`config.mk`:
```
export PLATFORM = sky130hd
export DESIGN_NAME = tcp_conn_supervisor
export DESIGN_NICKNAME = d
export VERILOG_FILES = /design/src/rtl/tcs_pkg.sv /design/src/rtl/tcs_tick_timer.sv /design/src/rtl/tcs_rtx_ctrl.sv /design/src/rtl/tcs_keepalive.sv /design/src/rtl/tcs_phase_fsm.sv /design/src/rtl/tcp_conn_supervisor.sv
export SDC_FILE = /design/constraint.sdc
export NUM_CORES = 1
export LEC_CHECK = 0
export BUFFER_PORTS_ARGS = -buffer_cell sky130_fd_sc_hd__buf_2
export CAP_MARGIN = 20
export CELL_PAD_IN_SITES_DETAIL_PLACEMENT = 0
export CELL_PAD_IN_SITES_GLOBAL_PLACEMENT = 2
export CORE_UTILIZATION = 37
export DETAILED_ROUTE_END_ITERATION = 8
export GPL_TIMING_DRIVEN = 0
export HOLD_SLACK_MARGIN = 0.08
export PLACE_DENSITY_LB_ADDON = 0.12
export REMOVE_ABC_BUFFERS = 1
export SETUP_SLACK_MARGIN = 0.5
export SLEW_MARGIN = 20
export SYNTH_ARGS = -nofsm -noshare
export SYNTH_HDL_FRONTEND = slang
export SYNTH_SLANG_ARGS = --single-unit
```
`constraint.sdc`:
```
create_clock -name clk -period 3.3 [get_ports clk]
set_input_delay 0.495 -clock clk [delete_from_list [all_inputs] [get_ports clk]]
set_output_delay 0.495 -clock clk [all_outputs]
set_load 0.02 [all_outputs]
```
`src/rtl/tcs_pkg.sv`:
```
package tcs_pkg;

  typedef enum logic [2:0] {
    PH_IDLE       = 3'd0,
    PH_LISTEN     = 3'd1,
    PH_CONNECTING = 3'd2,
    PH_CONNECTED  = 3'd3,
    PH_CLOSING    = 3'd4
  } phase_e;

  // Bits needed to hold a tick count up to lim (at least one bit).
  function automatic int unsigned cnt_width(input int unsigned lim);
    return (lim < 2) ? 1 : $clog2(lim + 1);
  endfunction

  // Phases that are bounded by the handshake/teardown deadline.
  function automatic logic is_transient(input phase_e p);
    return (p == PH_CONNECTING) || (p == PH_CLOSING);
  endfunction

  function automatic int unsigned max2(input int unsigned a, input int unsigned b);
    return (a > b) ? a : b;
  endfunction

endpackage

```
`src/rtl/tcs_tick_timer.sv`:
```
module tcs_tick_timer #(
  parameter int unsigned W = 8
) (
  input  logic         clk,
  input  logic         rst,
  input  logic         en,
  input  logic         clr,
  input  logic [W-1:0] limit,
  output logic         hit
);
  logic [W-1:0] cnt;

  // hit does not look at clr so that callers may derive clr from hit
  assign hit = en && (cnt == limit - W'(1));

  always_ff @(posedge clk) begin
    if (rst || clr || !en || hit) cnt <= '0;
    else                          cnt <= cnt + W'(1);
  end

  // count never runs past the active limit
  a_r4_cnt_in_range: assert property (@(posedge clk) disable iff (rst)
    en |-> (cnt < limit));

endmodule

```
`src/rtl/tcs_rtx_ctrl.sv`:
```
module tcs_rtx_ctrl #(
  parameter int unsigned RTX_TICKS = 1250000,
  parameter int unsigned RTX_TRIES = 5
) (
  input  logic clk,
  input  logic rst,
  input  logic active,
  input  logic ev_ack,
  output logic rtx_req,
  output logic rtx_abort
);
  import tcs_pkg::*;
  localparam int unsigned TW = cnt_width(RTX_TICKS);
  localparam int unsigned NW = cnt_width(RTX_TRIES);

  logic          tick_hit;
  logic          expire;
  logic [NW-1:0] tries;

  tcs_tick_timer #(.W(TW)) u_tmr (
    .clk(clk), .rst(rst), .en(active), .clr(ev_ack),
    .limit(TW'(RTX_TICKS)), .hit(tick_hit)
  );

  assign expire    = tick_hit && !ev_ack;
  assign rtx_req   = expire && (tries != NW'(RTX_TRIES));
  assign rtx_abort = expire && (tries == NW'(RTX_TRIES));

  always_ff @(posedge clk) begin
    if (rst || !active || ev_ack) tries <= '0;
    else if (rtx_req)             tries <= tries + NW'(1);
  end

  // an acknowledgement suppresses any resend decision that cycle
  a_r4_ack_wins: assert property (@(posedge clk) disable iff (rst)
    ev_ack |-> !(rtx_req || rtx_abort));
  // the resend count never passes its limit
  a_r5_tries_bounded: assert property (@(posedge clk) disable iff (rst)
    tries <= NW'(RTX_TRIES));
  // requests are spaced by the interval, never back to back
  a_r4_req_spaced: assert property (@(posedge clk) disable iff (rst)
    rtx_req |=> !rtx_req);

endmodule

```
`src/rtl/tcs_keepalive.sv`:
```
module tcs_keepalive #(
  parameter bit          KA_ENABLE = 1'b1,
  parameter int unsigned KA_PERIOD = 625000000,
  parameter int unsigned KA_RETRY  = 12500000,
  parameter int unsigned KA_TRIES  = 5
) (
  input  logic clk,
  input  logic rst,
  input  logic active,
  input  logic ev_rx,
  output logic ka_req,
  output logic ka_abort
);
  import tcs_pkg::*;
  localparam int unsigned TW = cnt_width(max2(KA_PERIOD, KA_RETRY));
  localparam int unsigned NW = cnt_width(KA_TRIES);

  generate
    if (KA_ENABLE) begin : g_ka
      logic          tick_hit;
      logic          expire;
      logic [NW-1:0] probes;
      logic [TW-1:0] limit;

      assign limit = (probes == '0) ? TW'(KA_PERIOD) : TW'(KA_RETRY);

      tcs_tick_timer #(.W(TW)) u_tmr (
        .clk(clk), .rst(rst), .en(active), .clr(ev_rx),
        .limit(limit), .hit(tick_hit)
      );

      assign expire   = tick_hit && !ev_rx;
      assign ka_req   = expire && (probes != NW'(KA_TRIES));
      assign ka_abort = expire && (probes == NW'(KA_TRIES));

      always_ff @(posedge clk) begin
        if (rst || !active || ev_rx) probes <= '0;
        else if (ka_req)             probes <= probes + NW'(1);
      end

      // received traffic silences the prober that cycle
      a_r8_rx_silences: assert property (@(posedge clk) disable iff (rst)
        ev_rx |-> !(ka_req || ka_abort));
      // probe count stays within its limit
      a_r7_probes_bounded: assert property (@(posedge clk) disable iff (rst)
        probes <= NW'(KA_TRIES));
      // an abort only follows at least one unanswered probe
      a_r7_abort_needs_probe: assert property (@(posedge clk) disable iff (rst)
        ka_abort |-> (probes != '0));
    end else begin : g_noka
      assign ka_req   = 1'b0;
      assign ka_abort = 1'b0;
    end
  endgenerate

endmodule

```
`src/rtl/tcs_phase_fsm.sv`:
```
module tcs_phase_fsm #(
  parameter int unsigned CONN_TIMEOUT_TICKS = 125000000
) (
  input  logic            clk,
  input  logic            rst,
  input  logic            cmd_connect,
  input  logic            cmd_listen,
  input  logic            cmd_close,
  input  logic            ev_synack,
  input  logic            ev_ack,
  input  logic            ev_fin_done,
  input  logic            ev_rx_valid,
  input  logic            rtx_abort,
  input  logic            ka_abort,
  output tcs_pkg::phase_e phase,
  output logic            abort_req
);
  import tcs_pkg::*;
  localparam int unsigned TW = cnt_width(CONN_TIMEOUT_TICKS);

  phase_e nxt;
  logic   tmo_hit;
  logic   tmo_abort;
  logic   link_abort;
  logic   phase_change;

  assign phase_change = (nxt != phase);

  tcs_tick_timer #(.W(TW)) u_deadline (
    .clk(clk), .rst(rst), .en(is_transient(phase)), .clr(phase_change),
    .limit(TW'(CONN_TIMEOUT_TICKS)), .hit(tmo_hit)
  );

  assign link_abort = (phase == PH_CONNECTED) && (rtx_abort || ka_abort);

  always_comb begin
    nxt       = phase;
    tmo_abort = 1'b0;
    unique case (phase)
      PH_IDLE: begin
        if (cmd_connect)     nxt = PH_CONNECTING;
        else if (cmd_listen) nxt = PH_LISTEN;
      end
      PH_LISTEN: begin
        if (cmd_close)        nxt = PH_IDLE;
        else if (ev_rx_valid) nxt = PH_CONNECTING;
      end
      PH_CONNECTING: begin
        if (ev_synack || ev_ack) nxt = PH_CONNECTED;
        else if (cmd_close)      nxt = PH_CLOSING;
        else if (tmo_hit) begin
          nxt       = PH_IDLE;
          tmo_abort = 1'b1;
        end
      end
      PH_CONNECTED: begin
        if (link_abort)     nxt = PH_IDLE;
        else if (cmd_close) nxt = PH_CLOSING;
      end
      PH_CLOSING: begin
        if (ev_fin_done) nxt = PH_IDLE;
        else if (tmo_hit) begin
          nxt       = PH_IDLE;
          tmo_abort = 1'b1;
        end
      end
      default: nxt = PH_IDLE;
    endcase
  end

  assign abort_req = tmo_abort || link_abort;

  always_ff @(posedge clk) begin
    if (rst) phase <= PH_IDLE;
    else     phase <= nxt;
  end

  // an abort returns to idle on the next cycle and lasts one cycle
  a_r10_abort_to_idle: assert property (@(posedge clk) disable iff (rst)
    abort_req |=> (phase == PH_IDLE));
  a_r10_abort_single: assert property (@(posedge clk) disable iff (rst)
    abort_req |=> !abort_req);
  // the deadline only fires in the bounded phases, never while listening
  a_r3_deadline_phase: assert property (@(posedge clk) disable iff (rst)
    tmo_hit |-> is_transient(phase));
  a_r3_listen_no_abort: assert property (@(posedge clk) disable iff (rst)
    (phase == PH_LISTEN) |-> !abort_req);

endmodule

```
`src/rtl/tcp_conn_supervisor.sv`:
```
module tcp_conn_supervisor #(
  parameter int unsigned RTX_TICKS          = 1250000,
  parameter int unsigned RTX_TRIES          = 5,
  parameter int unsigned CONN_TIMEOUT_TICKS = 125000000,
  parameter int unsigned KA_PERIOD_TICKS    = 625000000,
  parameter int unsigned KA_RETRY_TICKS     = 12500000,
  parameter int unsigned KA_TRIES           = 5,
  parameter bit          KA_ENABLE          = 1'b1
) (
  input  logic clk,
  input  logic rst,
  input  logic cmd_connect,
  input  logic cmd_listen,
  input  logic cmd_close,
  input  logic ev_synack,
  input  logic ev_ack,
  input  logic ev_fin_done,
  input  logic ev_rx_valid,
  input  logic tx_unacked,
  output logic st_idle,
  output logic st_listening,
  output logic st_connecting,
  output logic st_connected,
  output logic st_closing,
  output logic rtx_req,
  output logic ka_req,
  output logic abort_req
);
  import tcs_pkg::*;

  phase_e phase;
  logic   connected;
  logic   rtx_active;
  logic   rtx_abort;
  logic   ka_abort;
  logic   rtx_pulse;
  logic   ka_pulse;

  assign connected  = (phase == PH_CONNECTED);
  assign rtx_active = connected && tx_unacked;

  tcs_phase_fsm #(.CONN_TIMEOUT_TICKS(CONN_TIMEOUT_TICKS)) u_fsm (
    .clk(clk), .rst(rst),
    .cmd_connect(cmd_connect), .cmd_listen(cmd_listen), .cmd_close(cmd_close),
    .ev_synack(ev_synack), .ev_ack(ev_ack), .ev_fin_done(ev_fin_done),
    .ev_rx_valid(ev_rx_valid), .rtx_abort(rtx_abort), .ka_abort(ka_abort),
    .phase(phase), .abort_req(abort_req)
  );

  tcs_rtx_ctrl #(.RTX_TICKS(RTX_TICKS), .RTX_TRIES(RTX_TRIES)) u_rtx (
    .clk(clk), .rst(rst), .active(rtx_active), .ev_ack(ev_ack),
    .rtx_req(rtx_pulse), .rtx_abort(rtx_abort)
  );

  tcs_keepalive #(
    .KA_ENABLE(KA_ENABLE), .KA_PERIOD(KA_PERIOD_TICKS),
    .KA_RETRY(KA_RETRY_TICKS), .KA_TRIES(KA_TRIES)
  ) u_ka (
    .clk(clk), .rst(rst), .active(connected), .ev_rx(ev_rx_valid),
    .ka_req(ka_pulse), .ka_abort(ka_abort)
  );

  assign rtx_req = rtx_pulse;
  assign ka_req  = ka_pulse;

  assign st_idle       = (phase == PH_IDLE);
  assign st_listening  = (phase == PH_LISTEN);
  assign st_connecting = (phase == PH_CONNECTING);
  assign st_connected  = connected;
  assign st_closing    = (phase == PH_CLOSING);

  // status flags are one-hot
  a_r1_onehot: assert property (@(posedge clk) disable iff (rst)
    $onehot({st_idle, st_listening, st_connecting, st_connected, st_closing}));
  // requests come only from the connected phase
  a_r6_req_connected: assert property (@(posedge clk) disable iff (rst)
    (rtx_req || ka_req) |-> connected);
  // with keepalive off no probe is ever requested
  a_r9_ka_off: assert property (@(posedge clk) disable iff (rst)
    !KA_ENABLE |-> !ka_req);

endmodule

```
# After elaboration in Yosys (flattened, before gate mapping)
# Index checks and enable logic that the tools add are counted.
# word_totals
register_bits,87
out_inout_bits,8
elab_cells,76
# op_classes
add_sub_neg,6
eq_ne,12
muxes,17
n_reduce_logical,35
# ops
operator,count
30-bit by 1-bit adder with 30-bit output (second input constant),1
30-bit equality test,1
3-bit 2-to-1 mux,10
30-bit 2-to-1 mux,1
30-bit by 1-bit subtractor with 30-bit output (second input constant),1
27-bit by 1-bit adder with 27-bit output (second input constant),1
27-bit equality test (second input constant),1
21-bit by 1-bit adder with 21-bit output (second input constant),1
21-bit equality test (second input constant),1
1-bit logical OR,17
3-bit one-hot mux with 5 select lines,1
1-bit logical AND,11
3-bit equality test (second input constant),3
3-bit by 1-bit adder with 3-bit output (second input constant),2
3-bit by 2-bit equality test with 1-bit output (second input constant),2
3-bit logical NOT,2
3-bit != test (second input constant),2
1-bit logical NOT,5
1-bit 2-to-1 mux,4
3-bit by 1-bit equality test with 1-bit output (second input constant),1
3-bit != test,1
1-bit one-hot mux with 2 select lines,1

# Longest topological paths before layout
# depth
word_depth,15
mapped_depth,9
ltp_nobuf,8

# Hierarchy
# From an unflattened synthesis, not the netlist that was laid out.
# hier_totals
hier_cells,970
hier_area_um2,7403.4
# modules_own_cells
mod,n_inst,cells_per_inst,area_per_inst_um2
tcs_tick_timer at u_ka.g_ka.u_tmr,1,347,2648.8
tcs_tick_timer at u_fsm.u_deadline,1,314,2323.5
tcs_tick_timer at u_rtx.u_tmr,1,206,1631.6
tcs_phase_fsm,1,46,337.8
tcs_keepalive,1,28,219.0
tcs_rtx_ctrl,1,23,195.2
tcp_conn_supervisor,1,6,47.5

# Worst setup path before layout
# No wires, ideal clock.
# synth_path
path_kind,input -> output
startpoint,in tx_unacked
endpoint,out rtx_req
arrival_time_ns,2.267
t_required_ns,2.805
path_slack_ns,0.538
stages,4
path_buffers,0
path_cell_list,or4b_1 -> or4_1 -> or2_2 -> nor3b_1
# synth_via
elab_chain_cells,4
# synth_lines
element,line_no,rtl
from (decl),tcp_conn_supervisor.sv:19,"input logic tx_unacked,"
1-bit logical AND,tcp_conn_supervisor.sv:40,assign rtx_active = connected && tx_unacked;
1-bit logical AND,tcs_tick_timer.sv:14,assign hit = en && (cnt == limit - W'(1));
1-bit logical AND,tcs_rtx_ctrl.sv:25,assign expire = tick_hit && !ev_ack;
1-bit logical AND,tcs_rtx_ctrl.sv:26,assign rtx_req = expire && (tries != NW'(RTX_TRIES));
to (decl),tcp_conn_supervisor.sv:25,"output logic rtx_req,"
# Every way passes these cells.

# Worst setup path in the final report
# layout_path
startpoint,reg u_ka.g_ka.u_tmr.cnt[17]
endpoint,out ka_req
# layout_via
elab_chain_cells,4
# layout_lines
element,line_no,rtl
from (decl),tcs_tick_timer.sv:11,logic [W-1:0] cnt;
from (signal assigned),tcs_tick_timer.sv:18,else cnt <= cnt + W'(1);
30-bit equality test,tcs_tick_timer.sv:14,
1-bit logical AND,tcs_tick_timer.sv:14,
1-bit logical AND,tcs_keepalive.sv:32,assign expire = tick_hit && !ev_rx;
1-bit logical AND,tcs_keepalive.sv:33,assign ka_req = expire && (probes != NW'(KA_TRIES));
to (decl),tcp_conn_supervisor.sv:26,"output logic ka_req,"
# Every way passes these cells.

==> run_results.csv <==
group,metric,value,unit
worst_setup_path,critPathLaunchType,"flip-flop",
grt,grt_pass1_wl,15.1,mm
floorplanning,rows,38,
grt,grt_max_degree,30,
drt,ant_nets,0,
cts,insertion_delay,0.37,ns
power_and_ir_drop,power.density,404,mW/mm2
power_and_ir_drop,ir_drop,304,uV
sta,rsz0062_at_grt,"yes",
job,drv_cap,0,
run_status,outcome,"complete, no violations",
cts,cts_buffers,9,
synth,synthCells,493,
sta,fmax,348,MHz
worst_setup_path,crit_type,"reg -> out",
synth,syn_area,0.00412,mm2
drt,route.detailed.drc,0,
sta,slew_violations,0,
sta,setup_tns,0,ns
place,hpwl,6.05,mm
sta,hold_viol,0,
floorplanning,die_w,108,um
cts,h-tree-depth,3,
power_and_ir_drop,p_total,1.91,mW
grt,first_global_vias,3204,
cts,cts_root_buf,"clkbuf_8",
drt,wire_per_inst,13.1,um
cts,cts_hold_buf,0,
sta,fin_crit,2.87,ns
synth,yosys_register_bits,87,
sta,worstMarginPinSlew,0.973,ns
layout,final_cell_mix,"nor2_1 (103), dfxtp_1 (73), xor2_1 (40), xnor2_1 (33)",
synth,ys_top_cells_by_area,"dfxtp_1 (42%), nor2_1 (9.4%), xor2_1 (8.5%)",
floorplanning,start_util,38.0,%
sta,finalCritPeriodShare,87.0,%
cts,clock-sinks,87,
synth,ys.flop_type,"dfxtp_1",
synth,synth-edff-count,0,
sta,finClkSkew,0.0108,ns
place,gp_congestion,0.736,
hold_path,hp-class,"in -> reg",
grt,overflow,0,
drt,first_pass_iters,5,
worst_setup_path,worstSetupEndpointType,"output pin",
synth,yosysSeqAreaShare,42.2,%
synth,synth.distinct_cells,45,
layout,drive_gt1_share,15.3,%
power_and_ir_drop,p_leak,1.51,nW
synth,yosys_warnings,0,
floorplanning,die_h,108,um
synth,async_reset_ff_share,0,%
layout,syn_to_final_growth,14.6,%
worst_setup_path,arrival,2.38,ns
grt,antenna_found_initial,0,
drt,drtIter0Drc,123,
grt,grtUsageTotal,16.9,%
floorplanning,dieArea,0.0116,mm2
drt,avgViaCountPerCell,5.00,
layout,diodes,0,
sta,relSlewSlack,34.6,%
cts,path_clk_slew,0.09,ns
synth,synth_top_area_share,42.2,%
cts,cts_buffer_depth,2,
drt,vias,3323,
floorplanning,coreArea,0.0108,mm2
floorplanning,ios,18,
layout,final_common_cell,"nor2_1",
worst_setup_path,cp.required,2.80,ns
place,portBuffers,17,
worst_setup_path,cp_max_fo,3,
synth,syn_avg_cell_area,8.37,um2
layout,layout.nets,537,
cts,cts_tree,"yes",
drt,drt_wl_total,8.69,mm
sta,setup_viol,0,
synth,post-synth-top-area-cell,"dfxtp_1",
==> power breakdown <==
group / leakage [nW] / total (mW) / internal (mW) / switching, mW
Sequential: 0.709 / 1.07 / 1.05 / 0.0136
Clock: 0.100 / 0.749 / 0.368 / 0.381
Combinational: 0.700 / 0.0944 / 0.0359 / 0.0584
Total: 1.51 / 1.91 / 1.46 / 0.453
==> flip-flops by register name, summed over array words and instances (netlist names) <==
| name | cells |
|---|---|
| u_rtx.u_tmr.cnt | 21 |
| u_rtx.tries | 3 |
| u_fsm.phase | 3 |
| u_ka.g_ka.u_tmr.cnt | 30 |
| u_ka.g_ka.probes | 3 |
| u_fsm.u_deadline.cnt | 27 |
==> cell families after synthesis <==
family	Yosys count	share of synthesized area [%]
AO/OA/AOI/OAI	23	3.34
XOR/XNOR	73	15.5
adder cells (fa/ha/maj)	8	2.43
buffers and inverters	30	2.76
flip-flops	87	42.2
multiplexers	2	0.485
AND/OR/NAND/NOR	270	33.3
==> path summary, 6_finish.rpt <==
| kind | startpoint | end | slack (ns) | depth (start not counted) |
|---|---|---|---|---|
| min reg2reg | u_rtx.u_tmr.cnt[0] | u_rtx.u_tmr.cnt[0] | 0.45 | 1 |
| min | cmd_close | u_fsm.phase[0] | 0.41 | 2 |
| max | u_ka.g_ka.u_tmr.cnt[17] | ka_req | 0.43 | 6 |
| max reg2reg | u_fsm.u_deadline.cnt[9] | u_fsm.u_deadline.cnt[23] | 0.78 | 7 |
==> worst max-delay path, cell delays in order, from the launching register on <==
cell	delay, ns
dfxtp_4	0.35
or4_4	0.54
nor4_4	0.29
o2111ai_2	0.20
or3b_4	0.44
inv_4	0.07
buf_6	0.11
==> final cells by class <==
type                            instances  area, um2
Tap cell                              140        175
Inverter                               16       62.6
Clock inverter                          4       45.0
Clock buffer                           12        145
Fill cell                            1114       6110
Timing Repair Buffer                   29        194
Multi-Input combinational cell        376       2340
Sequential cell                        87       1770
==> cells in the mapped netlist (2+ instances only) <==
master	number
or2_2	4
inv_1	16
nand3_1	32
or4_1	4
o21ai_0	4
or3b_1	2
nor4_1	8
and2_1	3
nand2_1	33
a21oi_1	11
clkbuf_1	13
nor3_1	18
or3_1	8
nor2b_1	3
and3_1	6
mux2i_1	2
dfxtp_1	87
xnor2_1	33
and4_1	9
xor2_1	40
nor3b_1	4
or4b_2	3
nand2b_1	4
nor4bb_1	2
nor4b_1	2
ha_1	8
nand4_1	14
nor2_1	103
==> repair_timing <==
item                       in CTS  in global routing
setup buffers                   9                  1
pin swaps                       9                  5
resized for setup              25                 14
cloned                          0                  0
setup endpoints to repair       3                 32
hold endpoints to repair        0                  0
==> per-layer routing <==
metal  up-vias  GRT usage, %  share of wire (%)
li1       1724             -                  -
met4         0          6.75                1.5
met2        28          27.2                 46
met3         9          4.72                2.9
met1      1562          21.2                 49
met5         -             0                  0
==> per-stage QoR <==
step                std cells  cell area [um2]  worst slack [ns]  utilization [%]  hold slack, ns
floorplan                 479             4070             0.538                -           0.413
global placement          636             4330             0.342             39.9           0.425
detailed placement        638             4350             0.352             40.1           0.437
CTS                       663             4670             0.380             43.1           0.384
global route              664             4730             0.325             43.6           0.413
finish                    664             4730             0.429             43.6           0.412
(Power assumes the default switching activity.)
